<file path="src/rtl/mwcl_pkg.sv">
package mwcl_pkg;

    typedef enum logic [2:0] {
        ST_WAIT,
        ST_CMD,
        ST_DUMMY,
        ST_DATA,
        ST_CLOSE,
        ST_CHECK,
        ST_COMMIT,
        ST_END
    } ld_state_e;

    localparam logic [2:0] MW_READ_OP = 3'b110;

endpackage

</file>
<file path="src/rtl/mwcl_sk_gen.sv">
module mwcl_sk_gen #(
    parameter int HALF_DIV = 4
) (
    input  logic clk,
    input  logic rst_n,
    output logic rise,
    output logic fall
);
    localparam int CW = (HALF_DIV > 1) ? $clog2(HALF_DIV) : 1;

    typedef struct packed {
        logic [CW-1:0] cnt;
        logic          ph;
    } sk_regs_t;

    sk_regs_t q, d;
    logic     tick;

    always_comb begin
        d    = q;
        tick = (q.cnt == CW'(HALF_DIV - 1));
        if (tick) begin
            d.cnt = '0;
            d.ph  = ~q.ph;
        end else begin
            d.cnt = q.cnt + 1'b1;
        end
        rise = tick & ~q.ph;
        fall = tick & q.ph;
    end

    always_ff @(posedge clk or negedge rst_n) begin
        if (!rst_n) q <= '0;
        else        q <= d;
    end
endmodule

</file>
<file path="src/rtl/mwcl_word_buf.sv">
module mwcl_word_buf #(
    parameter int DEPTH  = 17,
    parameter int WORD_W = 16,
    parameter int AW     = 5
) (
    input  logic              clk,
    input  logic              we,
    input  logic [AW-1:0]     waddr,
    input  logic [WORD_W-1:0] wdata,
    input  logic [AW-1:0]     raddr,
    output logic [WORD_W-1:0] rdata
);
    logic [WORD_W-1:0] mem [DEPTH];

    for (genvar i = 0; i < DEPTH; i++) begin : g_ent
        always_ff @(posedge clk) begin
            if (we && (waddr == AW'(i))) mem[i] <= wdata;
        end
    end

    always_comb begin
        rdata = '0;
        for (int i = 0; i < DEPTH; i++) begin
            if (raddr == AW'(i)) rdata = mem[i];
        end
    end
endmodule

</file>
<file path="src/rtl/mwcl_csum.sv">
module mwcl_csum #(
    parameter int WORD_W = 16
) (
    input  logic              clk,
    input  logic              rst_n,
    input  logic              add,
    input  logic [WORD_W-1:0] word,
    output logic [WORD_W-1:0] sum
);
    logic [WORD_W-1:0] sum_q, sum_d;

    always_comb begin
        sum_d = sum_q;
        if (add) sum_d = sum_q + word;
    end

    always_ff @(posedge clk or negedge rst_n) begin
        if (!rst_n) sum_q <= '0;
        else        sum_q <= sum_d;
    end

    assign sum = sum_q;
endmodule

</file>
<file path="src/rtl/mw_cfg_loader.sv">
module mw_cfg_loader
    import mwcl_pkg::*;
#(
    parameter int                HALF_DIV   = 4,
    parameter int                START_WAIT = 5,
    parameter int                ADDR_W     = 6,
    parameter int                CFG_WORDS  = 17,
    parameter int                USER_WORDS = 1,
    parameter int                WORD_W     = 16,
    parameter logic [WORD_W-1:0] CHK_CONST  = 16'hBABA,
    localparam int               CA_W       = (CFG_WORDS > 1) ? $clog2(CFG_WORDS) : 1
) (
    input  logic              clk,
    input  logic              rst_n,
    output logic              mw_cs,
    output logic              mw_sk,
    output logic              mw_di,
    input  logic              mw_do,
    output logic              shift_busy,
    output logic              cfg_we,
    output logic [CA_W-1:0]   cfg_addr,
    output logic [WORD_W-1:0] cfg_wdata,
    output logic              load_done,
    output logic              load_fail,
    input  logic              recover_i,
    output logic              irq_oe,
    output logic              host_en
);
    localparam int TOT_WORDS = CFG_WORDS + USER_WORDS;
    localparam int CMD_LEN   = 3 + ADDR_W;
    localparam int BIT_MAX   = (WORD_W > CMD_LEN) ? WORD_W : CMD_LEN;
    localparam int BIT_W     = $clog2(BIT_MAX);
    localparam int WC_W      = (TOT_WORDS > 1) ? $clog2(TOT_WORDS) : 1;
    localparam int WAIT_W    = $clog2(START_WAIT + 1);

    typedef struct packed {
        ld_state_e          st;
        logic [WAIT_W-1:0]  wait_cnt;
        logic [BIT_W-1:0]   bit_cnt;
        logic [WC_W-1:0]    word_cnt;
        logic [CMD_LEN-1:0] cmd_sr;
        logic [WORD_W-1:0]  shreg;
        logic [CA_W-1:0]    cidx;
        logic               cs;
        logic               sk;
        logic               di;
        logic               busy;
        logic               we;
        logic [CA_W-1:0]    waddr;
        logic [WORD_W-1:0]  wdata;
        logic               done;
        logic               fail;
        logic               oe;
        logic               hosten;
    } ld_regs_t;

    ld_regs_t          q, d;
    logic              sk_rise, sk_fall;
    logic              buf_we, csum_add;
    logic [WORD_W-1:0] word_val, buf_rdata, csum_sum;

    mwcl_sk_gen #(.HALF_DIV(HALF_DIV)) u_sk (
        .clk  (clk),
        .rst_n(rst_n),
        .rise (sk_rise),
        .fall (sk_fall)
    );

    mwcl_word_buf #(.DEPTH(CFG_WORDS), .WORD_W(WORD_W), .AW(CA_W)) u_buf (
        .clk  (clk),
        .we   (buf_we),
        .waddr(CA_W'(q.word_cnt)),
        .wdata(word_val),
        .raddr(q.cidx),
        .rdata(buf_rdata)
    );

    mwcl_csum #(.WORD_W(WORD_W)) u_csum (
        .clk  (clk),
        .rst_n(rst_n),
        .add  (csum_add),
        .word (word_val),
        .sum  (csum_sum)
    );

    always_comb begin
        d        = q;
        d.we     = 1'b0;
        buf_we   = 1'b0;
        csum_add = 1'b0;
        word_val = {q.shreg[WORD_W-2:0], mw_do};

        // serial clock only runs once chip select is already high
        if (q.cs) begin
            if (sk_rise)      d.sk = 1'b1;
            else if (sk_fall) d.sk = 1'b0;
        end else begin
            d.sk = 1'b0;
        end

        unique case (q.st)
            ST_WAIT: begin
                if (sk_rise || sk_fall) begin
                    if (q.wait_cnt == WAIT_W'(START_WAIT - 1)) begin
                        d.cs      = 1'b1;
                        d.st      = ST_CMD;
                        d.cmd_sr  = {MW_READ_OP, {ADDR_W{1'b0}}};
                        d.bit_cnt = '0;
                    end else begin
                        d.wait_cnt = q.wait_cnt + 1'b1;
                    end
                end
            end
            ST_CMD: begin
                if (sk_fall) begin
                    d.di     = q.cmd_sr[CMD_LEN-1];
                    d.cmd_sr = q.cmd_sr << 1;
                end
                if (sk_rise) begin
                    if (q.bit_cnt == BIT_W'(CMD_LEN - 1)) begin
                        d.st      = ST_DUMMY;
                        d.bit_cnt = '0;
                    end else begin
                        d.bit_cnt = q.bit_cnt + 1'b1;
                    end
                end
            end
            ST_DUMMY: begin
                if (sk_fall) d.di = 1'b0;
                if (sk_rise) begin
                    d.st       = ST_DATA;
                    d.bit_cnt  = '0;
                    d.word_cnt = '0;
                end
            end
            ST_DATA: begin
                if (sk_fall) d.busy = 1'b1;
                if (sk_rise) begin
                    d.shreg = word_val;
                    if (q.bit_cnt == BIT_W'(WORD_W - 1)) begin
                        d.bit_cnt = '0;
                        if (q.word_cnt < WC_W'(CFG_WORDS)) begin
                            buf_we   = 1'b1;
                            csum_add = 1'b1;
                        end
                        if (q.word_cnt == WC_W'(TOT_WORDS - 1)) d.st = ST_CLOSE;
                        else d.word_cnt = q.word_cnt + 1'b1;
                    end else begin
                        d.bit_cnt = q.bit_cnt + 1'b1;
                    end
                end
            end
            ST_CLOSE: begin
                if (sk_fall) begin
                    d.cs   = 1'b0;
                    d.busy = 1'b0;
                    d.st   = ST_CHECK;
                end
            end
            ST_CHECK: begin
                if (csum_sum == CHK_CONST) begin
                    d.st   = ST_COMMIT;
                    d.cidx = '0;
                end else begin
                    d.fail   = 1'b1;
                    d.hosten = 1'b1;
                    d.st     = ST_END;
                end
            end
            ST_COMMIT: begin
                d.we    = 1'b1;
                d.waddr = q.cidx;
                d.wdata = buf_rdata;
                if (q.cidx == CA_W'(CFG_WORDS - 1)) begin
                    d.st     = ST_END;
                    d.done   = 1'b1;
                    d.oe     = 1'b1;
                    d.hosten = 1'b1;
                end else begin
                    d.cidx = q.cidx + 1'b1;
                end
            end
            ST_END: begin
                if (q.fail && recover_i) d.oe = 1'b1;
            end
            default: d.st = ST_END;
        endcase
    end

    always_ff @(posedge clk or negedge rst_n) begin
        if (!rst_n) begin
            q    <= '0;
            q.st <= ST_WAIT;
        end else begin
            q <= d;
        end
    end

    assign mw_cs      = q.cs;
    assign mw_sk      = q.sk;
    assign mw_di      = q.di;
    assign shift_busy = q.busy;
    assign cfg_we     = q.we;
    assign cfg_addr   = q.waddr;
    assign cfg_wdata  = q.wdata;
    assign load_done  = q.done;
    assign load_fail  = q.fail;
    assign irq_oe     = q.oe;
    assign host_en    = q.hosten;
endmodule

</file>
<file path="config.mk">
export PLATFORM = sky130hd
export DESIGN_NAME = mw_cfg_loader
export DESIGN_NICKNAME = d
export VERILOG_FILES = /design/src/rtl/mwcl_pkg.sv /design/src/rtl/mwcl_sk_gen.sv /design/src/rtl/mwcl_word_buf.sv /design/src/rtl/mwcl_csum.sv /design/src/rtl/mw_cfg_loader.sv
export SDC_FILE = /design/constraint.sdc
export NUM_CORES = 1
export LEC_CHECK = 0
export BUFFER_PORTS_ARGS = -buffer_cell sky130_fd_sc_hd__buf_2
export CORE_MARGIN = 4
export CORE_UTILIZATION = 60
export CTS_CLUSTER_SIZE = 10
export DETAILED_ROUTE_END_ITERATION = 8
export PLACE_DENSITY = 0.77
export SLEW_MARGIN = 20
export SYNTH_ARGS = -nofsm -noshare
export SYNTH_HDL_FRONTEND = slang
export SYNTH_SLANG_ARGS = --single-unit
</file>
<file path="constraint.sdc">
create_clock -name clk -period 8.4 [get_ports clk]
set_input_delay 1.68 -clock clk [delete_from_list [all_inputs] [get_ports clk]]
set_output_delay 1.68 -clock clk [all_outputs]
set_load 0.02 [all_outputs]
</file>
==> out/results.ini <==
[status]
status=finished clean

[critical_path]
r2r_cells=5
crit_type=reg2reg
reg2reg_to=u_buf.mem[0][260]
cpPeakStageDelay_ns=0.81
r2r_setup_slack_ns=4.67
r2r-start=q[72]
startpoint_type=register
cp_num_cells=5
critPathRequiredTime_ns=8.55
startpoint=q[72]
critPathCaptureType=register
cp_cell_sequence=nand2_1 -> nor3_4 -> nand3_1 -> or3_1 -> nor3_4
worstPathArrival_ns=3.88
critPathTopFamily=simple AND/OR/NAND/NOR gates
cp_slowest_cell=dfrtp_1
cp_common_cell=nor3_4
cp.buffers_inverters=0
cp_max_fo=26
crit_end=u_buf.mem[0][260]

[logic_synthesis]
synth_edf_count=272
async_flop_share_pct=24.02
syn_inst=1287
ys_ff_latch=358
yosysWarnings=0
ys_seq_area_share_pct=65.13
synthFlopType=edfxtp_1
syn_nets=1322
avgSynthCellArea_sq_um=12.31
synth_area_sq_mm=0.01584
synth.distinct_cells=81

[cts]
cts.sinks=358
clockBufferDepth=3
numCtsBuffers=42
cts_hold_buf=0
clk_latency_ns=0.53
post_cts_buffers=0
clk_pin_slew_ns=0.05
cts_root_buffer=clkbuf_16
cts_max_level=2
cts_resized=0
cts_tree=built

[detailed_routing]
wire_per_inst_microns=23.72
dr.pass1.iters=7
vias=10864
totalWireLength_microns=39070
antenna_left=0
vias_per_cell=6.596
route.detailed.drc=0
first_iter_violations=1271

[placement]
gp_congestion=0.8737
io_buffers=33
dp_hpwl_microns=24530

[layout]
nNetsFinal=1330
drive_gt1_share_pct=11.43
insertedDiodeCount=0
area_growth_pct=9.516
fillCellCount=1813

[floorplanning]
num_rows=59
start_util_pct=60.97
fp.dieW_microns=170.5
die_h_microns=170.5
die_area_sq_mm=0.02907
ios=34
core_sq_mm=0.02598

[timing]
period_share_pct=44.45
finClkSkew_ns=0.02289
rsz0062_at_grt=no
relSlewSlack_pct=34.65
clock.fmax_mhz=267.8
slew_viol_final=0
fin_crit_ns=3.734
setup_viol=0
finalHoldViolations=0
hold_ws_ns=0.4234
setup-tns-final_ns=0
tightest_slew_ns=0.9767

[global_route]
track_usage_pct=26.98
antenna_found_initial=0
grt-ovfl-total=0
grt_max_degree=67
grt_pass1_wl_microns=60350
grt_pass1_vias=10665

[min_path]
hp-start=u_sk.q[1]
hold_path.class=reg2reg

[power_and_ir_drop]
ir_drop_mv=0.1985
p_per_area_mw_per_mm2=200.4
p_leak_nw=5.837

[run]
cap_violations=0

## Yosys cell counts, types with 6 or more instances
master | count | share of area [%]
clkbuf_1 | 48 | 1.1
a221oi_1 | 11 | 0.61
o21ai_0 | 103 | 3.3
o21a_1 | 9 | 0.43
a221o_1 | 7 | 0.44
xor2_1 | 8 | 0.44
o22ai_1 | 10 | 0.39
inv_1 | 27 | 0.64
o211ai_1 | 19 | 0.90
nand3_1 | 34 | 1.1
nor3_1 | 21 | 0.66
ha_1 | 30 | 2.4
xnor2_1 | 10 | 0.55
nand3b_1 | 13 | 0.62
mux2_2 | 16 | 1.1
buf_2 | 12 | 0.38
buf_1 | 10 | 0.24
nand2_1 | 124 | 2.9
or3_1 | 6 | 0.24
nand4_1 | 6 | 0.24
o221ai_1 | 14 | 0.77
nand2b_1 | 12 | 0.47
nor3b_1 | 6 | 0.28
a21oi_1 | 98 | 3.1
a32oi_1 | 6 | 0.33
nor2_1 | 79 | 1.9
nor2b_1 | 12 | 0.47
buf_4 | 25 | 1.2
edfxtp_1 | 272 | 52
dfrtp_1 | 86 | 14
and3_1 | 16 | 0.63
a31oi_1 | 15 | 0.59
a21o_1 | 7 | 0.33
o31ai_1 | 6 | 0.28
and2_1 | 8 | 0.32
a211oi_1 | 14 | 0.66
## flip-flops by register name, summed over array words and instances (netlist names)
register and cells:
irq_oe 1, q 37, host_en 1, mw_sk 1, load_fail 1, u_sk.q 3
u_buf.mem 272, cfg_addr 5, load_done 1, mw_di 1, cfg_wdata 16, shift_busy 1
mw_cs 1, u_csum.sum 16, cfg_we 1
## layout by cell type (no fill, tap or decap), drive strengths merged, types with 19 or more instances in the layout
master    n
nand3    34
inv      34
o211ai   19
buf      59
clkbuf   58
nor2     80
a21oi    98
o21ai   105
dfrtp    86
edfxtp  272
nand2   126
nor3     23
ha       30
## area by class of cell
cell class / instances / area (sq um) / share of cell area (%)
sequential: 358 / 10320 / 59.48
multi-input combinational: 802 / 4976 / 28.68
clock buffer: 58 / 1132 / 6.526
tap: 335 / 419.2 / 2.416
timing repair buffer: 59 / 362.8 / 2.091
inverter: 32 / 120.1 / 0.6922
clock inverter: 3 / 21.27 / 0.1226
## how the worst min path moves through the flow
| stage | endpoint | slack, ns | cells after the start |
|---|---|---|---|
| floorplan | u_sk.q[1] | 0.40 | 1 |
| global placement | u_sk.q[1] | 0.41 | 1 |
| detailed placement | u_sk.q[1] | 0.42 | 1 |
| CTS | u_sk.q[1] | 0.43 | 1 |
| global route | u_sk.q[1] | 0.45 | 1 |
| finish | u_sk.q[1] | 0.42 | 1 |
## per-layer routing
metal  part of all wire, %  wire length [microns]  GRT usage [%]
met1                    38                  14870          36.88
met3                   9.5                   3731          4.182
met2                    49                  19040          44.53
met5                     0                      0              0
met4                   3.7                   1433          9.792
## report_power, final
part           switching, mW  internal [mW]
logic                 0.0102        0.00124
clock network          0.651          0.927
registers                  0           1.89
total                  0.661           2.82
## cells by family after synthesis
logic type / Yosys count / share of synthesized area, %
AO/OA/AOI/OAI: 372 / 15.09
AND/OR/NAND/NOR: 361 / 11.20
flip-flops: 358 / 65.13
buffers and inverters: 127 / 3.696
adder cells (fa/ha/maj): 31 / 2.495
multiplexers: 20 / 1.390
XOR/XNOR: 18 / 0.9950
## per-stage QoR
step                util (%)  setup WS, ns  area, sq um  power (mW)  cells
global placement       62.31         4.388        16190       1.934   1586
detailed placement     62.31         4.339        16190       1.934   1586
floorplan                  -         4.996        15840       1.923   1287
finish                 66.78         4.666        17350       3.477   1647
CTS                    66.75         4.683        17350       3.487   1647
global route           66.78         4.446        17350       3.570   1647
(Power assumes the default switching activity.)
